$ cat src/rtl/sfc_pkg.sv
package sfc_pkg;

    localparam logic [1:0] REG_ADDR = 2'd0;
    localparam logic [1:0] REG_DATA = 2'd1;
    localparam logic [1:0] REG_CMD  = 2'd2;
    localparam logic [1:0] REG_STAT = 2'd3;

    localparam int STAT_PEND_BIT = 22;
    localparam int STAT_ERR_BIT  = 29;
    localparam int MAX_DATA      = 4;

    typedef struct packed {
        logic [2:0] cs_idx;
        logic [2:0] alen;
        logic [3:0] dumlen;
        logic       keep;
        logic [2:0] dlen;
        logic       wr;
        logic [7:0] opcode;
    } sfc_cmd_t;

    typedef enum logic [1:0] {PH_OPC, PH_ADDR, PH_DUM, PH_DATA} sfc_phase_e;
    typedef enum logic [1:0] {SQ_IDLE, SQ_LAUNCH, SQ_WAIT, SQ_FINISH} sfc_state_e;

    function automatic sfc_cmd_t decode_cmd(input logic [31:0] w);
        sfc_cmd_t c;
        c.opcode = w[7:0];
        c.wr     = w[8];
        c.dlen   = (w[11:9] > 3'(MAX_DATA)) ? 3'(MAX_DATA) : w[11:9];
        c.keep   = w[15];
        c.dumlen = w[19:16];
        c.alen   = (w[22:20] > 3'd3) ? 3'd3 : w[22:20];
        c.cs_idx = w[26:24];
        return c;
    endfunction

    function automatic logic [3:0] phase_len(input sfc_phase_e p, input sfc_cmd_t c);
        case (p)
            PH_OPC:  return 4'd1;
            PH_ADDR: return {1'b0, c.alen};
            PH_DUM:  return c.dumlen;
            default: return {1'b0, c.dlen};
        endcase
    endfunction

    // returns {found, phase}
    function automatic logic [2:0] next_phase(input sfc_phase_e from, input sfc_cmd_t c);
        if (from == PH_OPC && c.alen != 3'd0)
            return {1'b1, PH_ADDR};
        if ((from == PH_OPC || from == PH_ADDR) && c.dumlen != 4'd0)
            return {1'b1, PH_DUM};
        if (from != PH_DATA && c.dlen != 3'd0)
            return {1'b1, PH_DATA};
        return 3'b000;
    endfunction

endpackage

$ cat src/rtl/sfc_byte_shifter.sv
module sfc_byte_shifter #(
    parameter int SCK_HALF = 4
) (
    input  logic       clk,
    input  logic       rst_n,
    input  logic       start,
    input  logic [7:0] tx_byte,
    input  logic       miso,
    output logic       done,
    output logic [7:0] rx_byte,
    output logic       sck,
    output logic       mosi
);
    localparam int HCW = (SCK_HALF > 1) ? $clog2(SCK_HALF) : 1;
    localparam logic [HCW-1:0] HALF_LAST = HCW'(SCK_HALF - 1);

    typedef struct packed {
        logic           busy;
        logic           sck;
        logic           mosi;
        logic [HCW-1:0] half;
        logic [2:0]     bits;
        logic [7:0]     sh;
        logic [7:0]     rx;
        logic           done;
    } shift_st_t;

    shift_st_t st_q, st_d;

    always_comb begin
        st_d      = st_q;
        st_d.done = 1'b0;
        if (!st_q.busy) begin
            if (start) begin
                st_d.busy = 1'b1;
                st_d.sh   = tx_byte;
                st_d.half = '0;
                st_d.bits = 3'd0;
            end
        end else if (st_q.half == HALF_LAST) begin
            st_d.half = '0;
            if (st_q.sck) begin
                // falling edge: launch next bit
                st_d.sck  = 1'b0;
                st_d.mosi = st_q.sh[7];
            end else begin
                // rising edge: sample
                st_d.sck  = 1'b1;
                st_d.rx   = {st_q.rx[6:0], miso};
                st_d.sh   = {st_q.sh[6:0], 1'b0};
                st_d.bits = st_q.bits + 3'd1;
                if (st_q.bits == 3'd7) begin
                    st_d.busy = 1'b0;
                    st_d.done = 1'b1;
                end
            end
        end else begin
            st_d.half = st_q.half + HCW'(1);
        end
    end

    always_ff @(posedge clk or negedge rst_n) begin
        if (!rst_n) begin
            st_q     <= '0;
            st_q.sck <= 1'b1;
        end else begin
            st_q <= st_d;
        end
    end

    assign done    = st_q.done;
    assign rx_byte = st_q.rx;
    assign sck     = st_q.sck;
    assign mosi    = st_q.mosi;


    sck_idle_high_chk: assert property (@(posedge clk) disable iff (!rst_n)
        !st_q.busy |-> st_q.sck);

    mosi_hold_chk: assert property (@(posedge clk) disable iff (!rst_n)
        (st_q.sck && st_d.sck) |=> $stable(mosi));

endmodule

$ cat src/rtl/sfc_sequencer.sv
module sfc_sequencer
    import sfc_pkg::*;
#(
    parameter int CS_COUNT = 4
) (
    input  logic                clk,
    input  logic                rst_n,
    input  logic                start,
    input  sfc_cmd_t            cmd,
    input  logic [23:0]         addr,
    input  logic [31:0]         wdata,
    output logic                busy,
    output logic                rx_we,
    output logic [1:0]          rx_idx,
    output logic                sh_start,
    output logic [7:0]          sh_tx,
    input  logic                sh_done,
    output logic [CS_COUNT-1:0] cs_n
);
    localparam int CSW = (CS_COUNT > 1) ? $clog2(CS_COUNT) : 1;

    typedef struct packed {
        sfc_state_e     state;
        sfc_phase_e     phase;
        sfc_cmd_t       cmd;
        logic [3:0]     cnt;
        logic [3:0]     idx;
        logic           open;
        logic [CSW-1:0] sel;
        logic [23:0]    addr;
        logic [31:0]    wdata;
    } seq_st_t;

    seq_st_t sq_q, sq_d;
    logic [2:0] nx;
    logic [2:0] abyte;

    always_comb begin
        sq_d     = sq_q;
        sh_start = 1'b0;
        sh_tx    = 8'h00;
        rx_we    = 1'b0;
        rx_idx   = sq_q.idx[1:0];
        nx       = 3'b000;
        abyte    = sq_q.cmd.alen - 3'd1 - sq_q.idx[2:0];
        case (sq_q.state)
            SQ_IDLE: begin
                if (start) begin
                    sq_d.cmd   = cmd;
                    sq_d.addr  = addr;
                    sq_d.wdata = wdata;
                    sq_d.idx   = 4'd0;
                    if (cmd.alen == 3'd0 && cmd.dlen == 3'd0 && !cmd.keep) begin
                        sq_d.state = SQ_FINISH;
                    end else begin
                        sq_d.open = 1'b1;
                        if (!sq_q.open) begin
                            sq_d.sel   = CSW'(cmd.cs_idx);
                            sq_d.phase = PH_OPC;
                            sq_d.cnt   = 4'd1;
                            sq_d.state = SQ_LAUNCH;
                        end else begin
                            nx = next_phase(PH_OPC, cmd);
                            if (nx[2]) begin
                                sq_d.phase = sfc_phase_e'(nx[1:0]);
                                sq_d.cnt   = phase_len(sfc_phase_e'(nx[1:0]), cmd);
                                sq_d.state = SQ_LAUNCH;
                            end else begin
                                sq_d.state = SQ_FINISH;
                            end
                        end
                    end
                end
            end
            SQ_LAUNCH: begin
                sh_start = 1'b1;
                case (sq_q.phase)
                    PH_OPC:  sh_tx = sq_q.cmd.opcode;
                    PH_ADDR: begin
                        case (abyte)
                            3'd0:    sh_tx = sq_q.addr[7:0];
                            3'd1:    sh_tx = sq_q.addr[15:8];
                            default: sh_tx = sq_q.addr[23:16];
                        endcase
                    end
                    PH_DUM:  sh_tx = 8'h00;
                    default: sh_tx = sq_q.cmd.wr ? sq_q.wdata[8*sq_q.idx[1:0] +: 8] : 8'h00;
                endcase
                sq_d.state = SQ_WAIT;
            end
            SQ_WAIT: begin
                if (sh_done) begin
                    rx_we = (sq_q.phase == PH_DATA) && !sq_q.cmd.wr;
                    if (sq_q.cnt > 4'd1) begin
                        sq_d.cnt   = sq_q.cnt - 4'd1;
                        sq_d.idx   = sq_q.idx + 4'd1;
                        sq_d.state = SQ_LAUNCH;
                    end else begin
                        nx = next_phase(sq_q.phase, sq_q.cmd);
                        if (nx[2]) begin
                            sq_d.phase = sfc_phase_e'(nx[1:0]);
                            sq_d.cnt   = phase_len(sfc_phase_e'(nx[1:0]), sq_q.cmd);
                            sq_d.idx   = 4'd0;
                            sq_d.state = SQ_LAUNCH;
                        end else begin
                            sq_d.state = SQ_FINISH;
                        end
                    end
                end
            end
            default: begin
                if (!sq_q.cmd.keep)
                    sq_d.open = 1'b0;
                sq_d.state = SQ_IDLE;
            end
        endcase
    end

    always_ff @(posedge clk or negedge rst_n) begin
        if (!rst_n)
            sq_q <= '0;
        else
            sq_q <= sq_d;
    end

    assign busy = (sq_q.state != SQ_IDLE);

    for (genvar g = 0; g < CS_COUNT; g++) begin : g_cs
        assign cs_n[g] = !(sq_q.open && sq_q.sel == CSW'(g));
    end


    cs_single_chk: assert property (@(posedge clk) disable iff (!rst_n)
        $onehot0(~cs_n));

    keep_hold_chk: assert property (@(posedge clk) disable iff (!rst_n)
        (sq_q.state == SQ_FINISH && sq_q.cmd.keep) |=> !(&cs_n));

    release_chk: assert property (@(posedge clk) disable iff (!rst_n)
        (sq_q.state == SQ_FINISH && !sq_q.cmd.keep) |=> (&cs_n));

    launch_idle_chk: assert property (@(posedge clk) disable iff (!rst_n)
        sh_start |=> !sh_start);

endmodule

$ cat src/rtl/sfc_cmd_seq.sv
module sfc_cmd_seq
    import sfc_pkg::*;
#(
    parameter int SCK_HALF = 4,
    parameter int CS_COUNT = 4
) (
    input  logic                clk,
    input  logic                rst_n,
    input  logic                reg_wr,
    input  logic [1:0]          reg_sel,
    input  logic [31:0]         reg_wdata,
    output logic [31:0]         reg_rdata,
    output logic                sck,
    output logic                mosi,
    input  logic                miso,
    output logic [CS_COUNT-1:0] cs_n
);
    typedef struct packed {
        logic [23:0] addr;
        logic [31:0] data;
        logic [31:0] cmd;
        logic        err;
    } regs_t;

    regs_t rg_q, rg_d;

    logic       launch;
    logic       busy;
    logic       rx_we;
    logic [1:0] rx_idx;
    logic       sh_start;
    logic [7:0] sh_tx;
    logic       sh_done;
    logic [7:0] sh_rx;
    logic       bad_cs;
    logic       set_err;

    assign bad_cs = (32'(reg_wdata[26:24]) >= CS_COUNT);

    always_comb begin
        rg_d    = rg_q;
        launch  = 1'b0;
        set_err = 1'b0;
        if (reg_wr) begin
            case (reg_sel)
                REG_ADDR: rg_d.addr = reg_wdata[23:0];
                REG_DATA: rg_d.data = reg_wdata;
                REG_CMD: begin
                    if (busy || bad_cs) begin
                        set_err = 1'b1;
                    end else begin
                        rg_d.cmd = reg_wdata;
                        launch   = 1'b1;
                    end
                end
                default: begin
                    if (reg_wdata[STAT_ERR_BIT])
                        rg_d.err = 1'b0;
                end
            endcase
        end
        if (rx_we)
            rg_d.data[8*rx_idx +: 8] = sh_rx;
        if (set_err)
            rg_d.err = 1'b1;
    end

    always_ff @(posedge clk or negedge rst_n) begin
        if (!rst_n)
            rg_q <= '0;
        else
            rg_q <= rg_d;
    end

    always_comb begin
        reg_rdata = 32'h0;
        case (reg_sel)
            REG_ADDR: reg_rdata = {8'h00, rg_q.addr};
            REG_DATA: reg_rdata = rg_q.data;
            REG_CMD:  reg_rdata = rg_q.cmd;
            default: begin
                reg_rdata[STAT_PEND_BIT] = busy;
                reg_rdata[STAT_ERR_BIT]  = rg_q.err;
            end
        endcase
    end

    sfc_sequencer #(.CS_COUNT(CS_COUNT)) u_seq (
        .clk      (clk),
        .rst_n    (rst_n),
        .start    (launch),
        .cmd      (decode_cmd(reg_wdata)),
        .addr     (rg_q.addr),
        .wdata    (rg_q.data),
        .busy     (busy),
        .rx_we    (rx_we),
        .rx_idx   (rx_idx),
        .sh_start (sh_start),
        .sh_tx    (sh_tx),
        .sh_done  (sh_done),
        .cs_n     (cs_n)
    );

    sfc_byte_shifter #(.SCK_HALF(SCK_HALF)) u_shift (
        .clk     (clk),
        .rst_n   (rst_n),
        .start   (sh_start),
        .tx_byte (sh_tx),
        .miso    (miso),
        .done    (sh_done),
        .rx_byte (sh_rx),
        .sck     (sck),
        .mosi    (mosi)
    );


    busy_cmd_err_chk: assert property (@(posedge clk) disable iff (!rst_n)
        (reg_wr && reg_sel == REG_CMD && busy) |=> rg_q.err);

    err_clear_chk: assert property (@(posedge clk) disable iff (!rst_n)
        (reg_wr && reg_sel == REG_STAT && reg_wdata[STAT_ERR_BIT]) |=> !rg_q.err);

    launch_pending_chk: assert property (@(posedge clk) disable iff (!rst_n)
        (reg_wr && reg_sel == REG_CMD && !busy && !bad_cs) |=> busy);

    bad_cs_quiet_chk: assert property (@(posedge clk) disable iff (!rst_n)
        (reg_wr && reg_sel == REG_CMD && !busy && bad_cs) |=> (!busy && rg_q.err));

endmodule

$ cat config.mk
export PLATFORM = sky130hd
export DESIGN_NAME = sfc_cmd_seq
export DESIGN_NICKNAME = d
export VERILOG_FILES = /design/src/rtl/sfc_pkg.sv /design/src/rtl/sfc_byte_shifter.sv /design/src/rtl/sfc_sequencer.sv /design/src/rtl/sfc_cmd_seq.sv
export SDC_FILE = /design/constraint.sdc
export NUM_CORES = 1
export LEC_CHECK = 0
export ABC_AREA = 1
export BUFFER_PORTS_ARGS = -buffer_cell sky130_fd_sc_hd__buf_2
export CAP_MARGIN = 20
export CELL_PAD_IN_SITES_DETAIL_PLACEMENT = 1
export CELL_PAD_IN_SITES_GLOBAL_PLACEMENT = 1
export CORE_MARGIN = 5
export CORE_UTILIZATION = 35
export DETAILED_ROUTE_END_ITERATION = 12
export PLACE_DENSITY_LB_ADDON = 0.1
export SLEW_MARGIN = 20
export SYNTH_ARGS = -nofsm -noshare
export SYNTH_HDL_FRONTEND = slang
export SYNTH_HIERARCHICAL = 1
export SYNTH_SLANG_ARGS = --single-unit
$ cat constraint.sdc
create_clock -name clk -period 2.68 [get_ports clk]
set_input_delay 0.268 -clock clk [delete_from_list [all_inputs] [get_ports clk]]
set_output_delay 0.268 -clock clk [all_outputs]
set_load 0.02 [all_outputs]
==> results of run 1 <==
-- cell usage after synthesis (2+ instances only) --
| master | count | area [sq um] |
|---|---|---|
| a21oi_1 | 29 | 145 |
| buf_6 | 7 | 78.8 |
| buf_4 | 20 | 150 |
| buf_2 | 31 | 155 |
| nand2_2 | 12 | 75.1 |
| nor2_8 | 2 | 40.0 |
| nor2_4 | 4 | 45.0 |
| ha_1 | 20 | 250 |
| o211ai_1 | 10 | 75.1 |
| nand2_4 | 5 | 56.3 |
| clkbuf_1 | 19 | 71.3 |
| nor2_1 | 71 | 267 |
| nand3_1 | 133 | 666 |
| nand2_1 | 591 | 2220 |
| dfrtp_1 | 203 | 5080 |
| inv_1 | 142 | 533 |
| o21ai_0 | 63 | 315 |
| xor2_1 | 2 | 17.5 |
| clkinv_1 | 2 | 7.51 |
| nand3b_1 | 9 | 67.6 |
| nand3_2 | 2 | 20.0 |
| a31oi_1 | 8 | 50.1 |
| inv_2 | 4 | 15.0 |
| nor2_2 | 4 | 25.0 |
| nand4_1 | 20 | 125 |
| o21ai_1 | 33 | 165 |
-- registers in the layout, indices dropped and copies added, names as in the netlist --
| name | flops |
|---|---|
| rg_q | 89 |
| u_shift/st_q | 14 |
| u_seq/rx_idx | 2 |
| u_shift/done | 1 |
| u_seq/sq_q | 88 |
| u_shift/sck | 1 |
| u_shift/mosi | 1 |
| u_shift/rx_byte | 8 |
-- logic make-up (layout without fill, tap and decap cells) --
logic type / after synthesis / after routing / synth area share
xor gates and xnor gates: 4 / 4 / 0.00391
adders and majority gates: 21 / 21 / 0.0248
AOI/OAI and AO/OA: 150 / 150 / 0.0742
DFF: 204 / 204 / 0.469
and+or+nand+nor: 856 / 856 / 0.334
buffers and inverters: 226 / 310 / 0.0933
other: 1 / 2 / 0.000345
-- through the flow --
stage          cells  instance area, sq um   util  worst slack (ns)
5_1_grt         1943                 12600  0.411            0.0109
4_1_cts         1943                 12600  0.411             0.287
2_1_floorplan   1463                 10900      -             0.382
3_5_place_dp    1885                 11600  0.377             0.309
3_3_place_gp    1885                 11600  0.377             0.439
6_report        1943                 12600  0.411             0.265
-- layout make-up --
cell class              instances  area [sq um]  area share
inverters                     148           556      0.0441
repair buffers                116           773      0.0614
multi-input cells            1033          4770       0.378
clock buffers                  37           783      0.0622
clock inverters                 9           123     0.00973
well taps                     396           495      0.0393
flip-flops and latches        204          5110       0.405
-- power groups by stage --
stage	Combinational [mW]	Sequential (mW)	Clock, mW
finish	4.12	5.15	3.68
global route	4.69	5.27	3.90
CTS	4.18	5.15	3.77
detailed placement	4.14	5.18	0
global placement	4.02	5.18	0
floorplan	3.15	4.79	0
-- layer usage --
layer	GRT usage	share of wire	vias up
li1	-	-	4722
met1	0.304	0.46	4794
met2	0.371	0.48	159
met3	0.0344	0.043	53
met4	0.0426	0.019	0
met5	0	0	-
-- worst min-delay path by stage --
stage | slack, ns | cells after the start | endpoint
3_5_place_dp | 0.31 | 1 | u_seq/sq_q[78]
4_1_cts | 0.006 | 3 | u_seq/sq_q[56]
3_3_place_gp | 0.32 | 1 | u_seq/sq_q[78]
5_1_grt | 0.01 | 3 | u_seq/sq_q[56]
2_1_floorplan | -0.03 | 0 | rg_q[0]
6_report | 0.02 | 3 | u_seq/sq_q[56]
-- worst max-delay path, delay by kind of cell (launching register included) --
kind | cells | cell delay, ns
buf+inv | 4 | 0.39
fa+ha+maj | 1 | 0.25
simple gates | 8 | 0.90
flops | 1 | 0.42
compound gates | 2 | 0.35
==> impl_results.md, run 1 <==
* Syn avg cell area at 7.44 sq um
* Worst Tran Pin Value at 0.740 ns
* Clock root buffer: clkbuf_16
* CP required at 3.09 ns
* Final Hold Vio Count at 0
* VDD IR max at 0.524 mV
* Setup TNS at 0 ns
* Slew Viols, Final at 0
* Post-DR wirelength/cell at 19.3 microns
* Detailed Place HPWL at 26700 microns
* CTS resizes at 0
* Final Cycle Share at 0.901
* Async set-reset flop share out of synthesis at 1.00
* Gr usage total at 0.220
* Die Ht at 186 microns
* CP startpoint kind: flip-flop
* Crit Path Category: flip-flop to flip-flop
* Synth cell types at 42
* Status: complete, no violations
* # diodes at 0
* Vias per inst at 5.01
* Slowest cell delay on critical path at 0.42 ns
* R2r startpoint: u_seq/sq_q[93]
* PortBufs at 75
* Clock Latency Late Sink at 0.53 ns
* PwrDens at 1030 nW/um^2
* Starting Density at 0.355
* Main synth FF type: dfrtp_1
* Hold Worst Slack at 0.0176 ns
* Critical path peak fanout at 5
* Synth Register Bits at 204
* Most used cell, CP: inv_1
* Die ar. at 34700 sq um
* R2R Setup Slk at 0.26 ns
* Seq/Total Area, Yosys at 0.469
* First-pass GRT wire length at 59700 microns
* CTS clk-pin slew, worst paths at 0.06 ns
* Hold wc startpoint: reg_wdata[24]
* Inserted Clock Buffers at 26
* Fillcell total at 3878
* Internal cell power at 7.92 mW
* CTS tree: done
* Critical R2R Capture: u_seq/sq_q[63]
* Vias in the first global route at 10.3k
* CP max-delay cell: dfrtp_1
* Sequential power share at 0.398
* Die Wd at 186 microns
* Core region area at 30700 sq um
* Tmin final at 2.42 ns
* Final #Nets at 1588
* Routed Antenna Nets at 0
* DRC at 0
* Post-CTS Setup Inserts at 0
* Post-synth EDFFs at 0
* Post-Syn Instances at 1462
* Logic pwr share at 0.318
* CP Capture Point: u_seq/sq_q[63]
* Synthesized cell area at 10900 sq um
* P&R area growth vs syn at 15.9%
* Share of cells above drive strength 1 at 0.123
* Fmax achieved at 0.414 GHz
* Worst slew margin at 0.507
* H-tree Lvls at 1
* Initial antenna violation count at 0
* Yosys warns at 6
* Final wirelength at 37500 microns
* Sw frac at 0.388
* Sink Count at 204
* Clk buf depth at 3
* Row count at 64
* Commonest non-fill, non-tap cells in the layout: 590 x nand2_1, 203 x dfrtp_1, 142 x inv_1
* Skew final at 0.0122 ns
* First-pass DRT Iterations at 5
* Setup-failing EPs final at 0
* Gr ovfl total at 0
* Critical path cell sequence: inv_1 > ha_1 > inv_1 > nor2_1 > nand2_4 > inv_1 > inv_1 > nand2_1 > o21ai_2 > a21oi_2 > nand2_4 > nor2_4 > nand2_1 > nor2_1 > nor2_1
* Clk network pwr share at 0.284
* Maximum capacitance violations at 0
* 1st-iter DRT viols at 542
* Crit path DAT at 2.83 ns
* CP startpoint: u_seq/sq_q[93]
* Tot Pwr at 13.0 mW
* Psw at 5.03 mW
* Most common cell after layout, fill and taps aside: nand2_1
* Hold buffer count at cts at 12
* RSZ-0062 raised after global routing: no
* Leakage at 6.76 nW
* Reg2Reg Depth at 15
* Maximum number of pins on one net before global-route repair at 81
* Worst Hold Class: primary input to flip-flop
* Placer congestion estimate at 0.832
* Num ports at 76
* Worst Setup End Kind: flip-flop
* Via count at 9728
Power figures use the tool's default switching activity.
==> run 2: changes to the inputs <==
--- a/config.mk
+++ b/config.mk
@@ -13,7 +13,7 @@
 export CORE_MARGIN = 5
 export CORE_UTILIZATION = 35
 export DETAILED_ROUTE_END_ITERATION = 12
-export PLACE_DENSITY_LB_ADDON = 0.1
+export PLACE_DENSITY_LB_ADDON = 0.08
 export SLEW_MARGIN = 20
 export SYNTH_ARGS = -nofsm -noshare
 export SYNTH_HDL_FRONTEND = slang
==> constraint.sdc (replaced) <==
create_clock -name clk -period 2.68 [get_ports clk]
set_input_delay 0 -clock clk [delete_from_list [all_inputs] [get_ports clk]]
set_output_delay 0 -clock clk [all_outputs]
set_load 0.02 [all_outputs]
==> run 2 against run 1 <==
  * Sequential share of layout area fell by 0.45 points
  * Combinational power hardly changed
  * Final area grew 1.1%
  * Register-to-register slack gained 0.03 ns
  * Flip-flop and latch count is the same
  * Clock power decreased by 6.8%
  * Critical endpoint is now u_seq/sq_q[52]
  * Largest cell class unchanged
==> impl_results.md, run 2 (same netlist as run 1, synthesis figures left out) <==
* Status: complete, no violations
* H-tree Lvls at 1
* Hold buffer count at cts at 35
* Placer congestion estimate at 0.844
* Setup-failing EPs final at 0
* Post-Layout Cell Count at 1965
* Detailed Place HPWL at 27200 microns
* Crit path DAT at 2.84 ns
* First-pass DRT Iterations at 5
* CTS clk-pin slew, worst paths at 0.06 ns
* Slew Viols, Final at 0
* Gr ovfl total at 0
* RSZ-0062 raised after global routing: no
* Vias per inst at 4.94
* Share of cells above drive strength 1 at 0.122
* Sink Count at 204
* R2r startpoint: u_seq/sq_q[93]
* CTS tree: done
* PortBufs at 75
* Gr usage total at 0.221
* Final wirelength at 37900 microns
* Die ar. at 34700 sq um
* Final worst setup slack at 0.292 ns
* Most common cell after layout, fill and taps aside: nand2_1
* Fmax achieved at 0.419 GHz
* Post-DP Area at 11600 sq um
* Row count at 64
* Post-DR wirelength/cell at 19.3 microns
* Tmin final at 2.39 ns
* Critical path peak fanout at 31
* # diodes at 0
* Vias in the first global route at 10.1k
* CTS resizes at 0
* Worst Hold Class: primary input to async pin
* Placed insts at 1885
* Clock root buffer: clkbuf_16
* Worst Setup End Kind: flip-flop
* Tot Pwr at 12.7 mW
* P&R area growth vs syn at 17.2%
* PwrDens at 996 nW/um^2
* CP required at 3.13 ns
* Leakage at 6.83 nW
* Top Registers: rg_q: 89 flops, u_seq/sq_q: 88 flops, u_shift/st_q: 14 flops
* Post-layout util at 0.416
* Via count at 9713
* Worst slew margin at 0.380
* Fillcell total at 3853
* Clock Latency Late Sink at 0.54 ns
* Post-CTS Setup Inserts at 0
* Initial antenna violation count at 0
* Hold Worst Slack at 0.0405 ns
* Routed Antenna Nets at 0
* Post-route cell area at 12700 sq um
* CP startpoint kind: flip-flop
* Largest register FFs at 89
* Post-place setup slack at 0.296 ns
* Commonest non-fill, non-tap cells in the layout: 590 x nand2_1, 203 x dfrtp_1, 142 x inv_1
* Final #Nets at 1610
* VDD IR max at 0.418 mV
* Die Ht at 186 microns
* Final Hold Vio Count at 0
* Starting Density at 0.355
* First-pass GRT wire length at 59600 microns
* DRC at 0
* Die Wd at 186 microns
* Clk buf depth at 3
* Worst Tran Pin Value at 0.930 ns
* CP startpoint: u_seq/sq_q[93]
* Setup TNS at 0 ns
* Core region area at 30700 sq um
* Register with the most flip-flops: rg_q
* Final Cycle Share at 0.891
* Crit Path Category: flip-flop to flip-flop
* R2R Setup Slk at 0.29 ns
* 1st-iter DRT viols at 521
* Num ports at 76
* Maximum number of pins on one net before global-route repair at 82
* Maximum capacitance violations at 0
* Inserted Clock Buffers at 25
* Skew final at 0.0270 ns
[run 2: cell types whose count changed in the layout (fill, tap and decap cells not counted)]
cell and delta:
clkbuf_16 -2, dlygate4sd3_1 +23, clkbuf_1 -3, clkbuf_8 +3, bufinv_16 -2, buf_4 +2, clkinv_2 +3, clkinvlp_4 -1
inv_6 +1, buf_12 -2
[run 2: final timing paths]
check / end / cells past startpoint
max in group asynchronous: u_shift/sck / 3
setup / recovery: u_seq/sq_q[52] / 11
min in group clk: u_shift/rx_byte[0] / 4
hold reg to reg: u_seq/sq_q[22] / 2
setup reg to reg: u_seq/sq_q[52] / 11
hold / removal: u_seq/sq_q[86] / 2
[run 2: where the power goes]
part           leakage [nW]  total [mW]  switching, mW  internal (mW)
logic                  3.88        4.11           2.69           1.42
clock network         0.430        3.43           1.36           2.07
registers              2.52        5.15          0.942           4.21
[run 2: routing by layer]
layer	track usage	share of wire
met1	0.312	0.48
met2	0.370	0.47
met3	0.0276	0.031
met4	0.0399	0.016
met5	0	0
[run 2: critical path: stages (launching register included)]
cell and delay, ns:
dfrtp_1 0.43, inv_1 0.11, ha_1 0.25, inv_1 0.08, nor2_1 0.23, nand2_4 0.07
inv_1 0.10, nand2_2 0.24, inv_2 0.24, buf_4 0.36, nand2_1 0.12, nand2_1 0.08
[run 2: final cells by class]
class	count	area [sq um]	share of cell area
multi-input cells	1033	4770	0.374
flip-flops and latches	204	5110	0.401
well taps	396	495	0.0389
repair buffers	139	978	0.0768
inverters	148	556	0.0436
clock inverters	10	78.8	0.00619
clock buffers	35	763	0.0599
==> run 3: changes to the inputs <==
--- a/config.mk
+++ b/config.mk
@@ -5,13 +5,13 @@
 export SDC_FILE = /design/constraint.sdc
 export NUM_CORES = 1
 export LEC_CHECK = 0
-export ABC_AREA = 1
 export BUFFER_PORTS_ARGS = -buffer_cell sky130_fd_sc_hd__buf_2
 export CAP_MARGIN = 20
 export CELL_PAD_IN_SITES_DETAIL_PLACEMENT = 1
 export CELL_PAD_IN_SITES_GLOBAL_PLACEMENT = 1
 export CORE_MARGIN = 5
 export CORE_UTILIZATION = 35
+export CTS_BUF_LIST = sky130_fd_sc_hd__clkbuf_8
 export DETAILED_ROUTE_END_ITERATION = 12
 export PLACE_DENSITY_LB_ADDON = 0.08
 export SLEW_MARGIN = 20
==> run 3 against run 2 <==
  * Register-to-register slack worse by 0.098 ns
  * Maximum frequency down 3.9%
  * Largest cell class unchanged
  * Clock skew down 0.0058 ns
  * Final cell count down 32%
  * Global-route usage down 2.7 points
  * Critical path type unchanged
  * Critical endpoint is now u_seq/sq_q[43]
  * Sequential power down 33%
  * Core utilization up 0.37 points
  * Clock-buffer cell count up 11
  * Routed wire length down 16%
  * Sequential share of layout area up 2.4 points
==> impl_results.md, run 3 <==
* Top Registers: rg_q: 89 flops, u_seq/sq_q: 88 flops, u_shift/st_q: 14 flops
* Via count at 7219
* Setup TNS at 0 ns
* Post-place setup slack at 0.104 ns
* RSZ-0062 raised after global routing: no
* # diodes at 0
* Critical path peak fanout at 71
* Num ports at 76
* DRC at 0
* Register with the most flip-flops: rg_q
* Worst Tran Pin Value at 1.01 ns
* CP startpoint kind: flip-flop
* Final Cycle Share at 0.927
* Maximum number of pins on one net before global-route repair at 84
* P&R area growth vs syn at 18.3%
* Yosys top cell area share at 0.500
* Synth Register Bits at 204
* Commonest non-fill, non-tap cells in the layout: 203 x dfrtp_1, 136 x mux2_2, 74 x buf_2
* Crit path DAT at 2.90 ns
* Synth top area cells: dfrtp_1 50%, mux2_2 15%, mux2i_1 4.4%, o2bb2ai_1 2.8%, ha_1 2.5%
* Final worst setup slack at 0.194 ns
* Row count at 62
* Leakage at 5.87 nW
* Async set-reset flop share out of synthesis at 1.00
* Core region area at 28700 sq um
* Worst Hold Class: primary input to async pin
* Post-Syn Instances at 814
* Yosys warns at 6
* Clock root buffer: clkbuf_8
* VDD IR max at 0.326 mV
* Most common cell after layout, fill and taps aside: dfrtp_1
* Post-DR wirelength/cell at 23.6 microns
* Sink Count at 204
* Gr usage total at 0.194
* Detailed Place HPWL at 22400 microns
* XOR/XNOR Fraction of Synth Area at 0.00308
* Clock Latency Late Sink at 0.54 ns
* Largest family of logic cells by synthesized area: multiplexers
* Vias per inst at 5.37
* Post-synth EDFFs at 0
* Final Hold Vio Count at 0
* CTS tree: done
* Top Metal Used: met4
* Maximum capacitance violations at 0
* Gr ovfl total at 0
* Synth cell types at 66
* Worst slew margin at 0.327
* Routed length on met1 at 14100 microns
* 1st-iter DRT viols at 502
* Final #Nets at 993
* CTS clk-pin slew, worst paths at 0.05 ns
* Die Wd at 180 microns
* CP max-delay cell: dfrtp_1
* Largest register FFs at 89
* Compound-Gate Fraction of Synth Area at 0.122
* Post-synthesis mux area share at 0.226
* Clk buf depth at 3
* H-tree Lvls at 2
* Seq/Total Area, Yosys at 0.502
* CP required at 3.09 ns
* Most used cell, CP: inv_1
* Main synth FF type: dfrtp_1
* Skew final at 0.0213 ns
* Slew Viols, Final at 0
* Critical path cell sequence: inv_1 > ha_1 > inv_1 > nor3_4 > buf_4 > nand2_4 > buf_12 > mux2_2
* Die ar. at 32600 sq um
* Fmax achieved at 0.402 GHz
* Status: complete, no violations
* Met3 WL at 1340 microns
* Synthesized cell area at 10200 sq um
* Post-DP Area at 10900 sq um
* Post-Synth Simple-Gate Area at 0.0774
* Syn avg cell area at 12.5 sq um
* Slowest cell delay on critical path at 0.45 ns
* Final wirelength at 31700 microns
* Count leader, synth: dfrtp_1
* First-pass GRT wire length at 49800 microns
* Initial antenna violation count at 1
* Crit Path Category: flip-flop to flip-flop
* Tmin final at 2.49 ns
* Placer congestion estimate at 0.774
* Post-route cell area at 12000 sq um
* Met2 wire len at 15700 microns
* Vias in the first global route at 7994
* Routed Antenna Nets at 0
* PwrDens at 584 nW/um^2
* Post-synthesis adder-cell area fraction at 0.0266
* Setup-failing EPs final at 0
* Worst Setup End Kind: flip-flop
* Die Ht at 180 microns
* First-pass DRT Iterations at 5
* PortBufs at 75
* Starting Density at 0.354
* Yosys top cell by area: dfrtp_1
* Commonest cells post-synth: 203 x dfrtp_1, 136 x mux2_2, 45 x mux2i_1, 44 x nor2_1, 37 x nand2_1
* Share of cells above drive strength 1 at 0.338
* Inserted Clock Buffers at 41
## run 3: layout make-up
cell class | instances | area [sq um]
Tap cell | 384 | 480
Multi-Input combinational cell | 529 | 4650
Fill cell | 3107 | 16700
Timing Repair Buffer | 139 | 990
Clock buffer | 46 | 633
Sequential cell | 204 | 5110
Clock inverter | 23 | 101
Inverter | 19 | 71.3
## run 3: cell families after synthesis
logic type | Yosys count
DFF | 204
muxes | 200
AOI/OAI and AO/OA | 152
and+or+nand+nor | 149
buffers and inverters | 85
adders and majority gates | 21
xor gates and xnor gates | 2
other | 1
## run 3: timing repair
action	4_1_cts	5_1_grt
hold buffers	35	0
endpoints found under the hold margin	185	0
buffers inserted	0	0
endpoints found under the setup margin	0	2
gates resized for setup	0	1
## run 3: worst paths after layout
| kind | startpoint | end | slack [ns] | cells after the start |
|---|---|---|---|---|
| worst max register to register | u_seq/sq_q[93] | u_seq/sq_q[43] | 0.19 | 8 |
| worst min-delay path | rst_n | u_seq/sq_q[93] | 0.09 | 2 |
| worst max-delay path | u_seq/sq_q[93] | u_seq/sq_q[43] | 0.19 | 8 |
| worst min register to register | u_shift/st_q[16] | u_shift/st_q[16] | 0.49 | 1 |
| max in group asynchronous | rst_n | u_shift/sck | 1.74 | 3 |
| min in group clk | reg_sel[1] | rg_q[0] | 0.18 | 4 |
## run 3: worst max-delay path: cells and delay by family, from the launching register on
family        cells  cell delay (ns)
buf+inv           4             0.79
mux               1             0.36
simple gates      2             0.38
fa+ha+maj         1             0.28
flops             1             0.45
## run 3: where the power goes
group | total, mW | internal (mW) | switching (mW)
logic | 0.661 | 0.283 | 0.378
registers | 3.45 | 3.26 | 0.189
clock network | 2.91 | 1.56 | 1.35
## run 3: through the flow
stage / std cells / util / power, mW / hold WS [ns]
final: 1344 / 0.419 / 7.02 / 0.0853
after global routing: 1344 / 0.419 / 7.37 / 0.155
after CTS: 1344 / 0.419 / 7.14 / 0.112
after detailed placement: 1240 / 0.381 / 4.13 / 0.119
after global placement: 1240 / 0.381 / 4.11 / 0.110
after floorplan: 818 / - / 3.77 / -0.296
## run 3: per-layer routing
| layer | track usage | vias up |
|---|---|---|
| li1 | - | 3252 |
| met1 | 0.260 | 3761 |
| met2 | 0.328 | 157 |
| met3 | 0.0343 | 49 |
| met4 | 0.0487 | 0 |
| met5 | 0 | - |
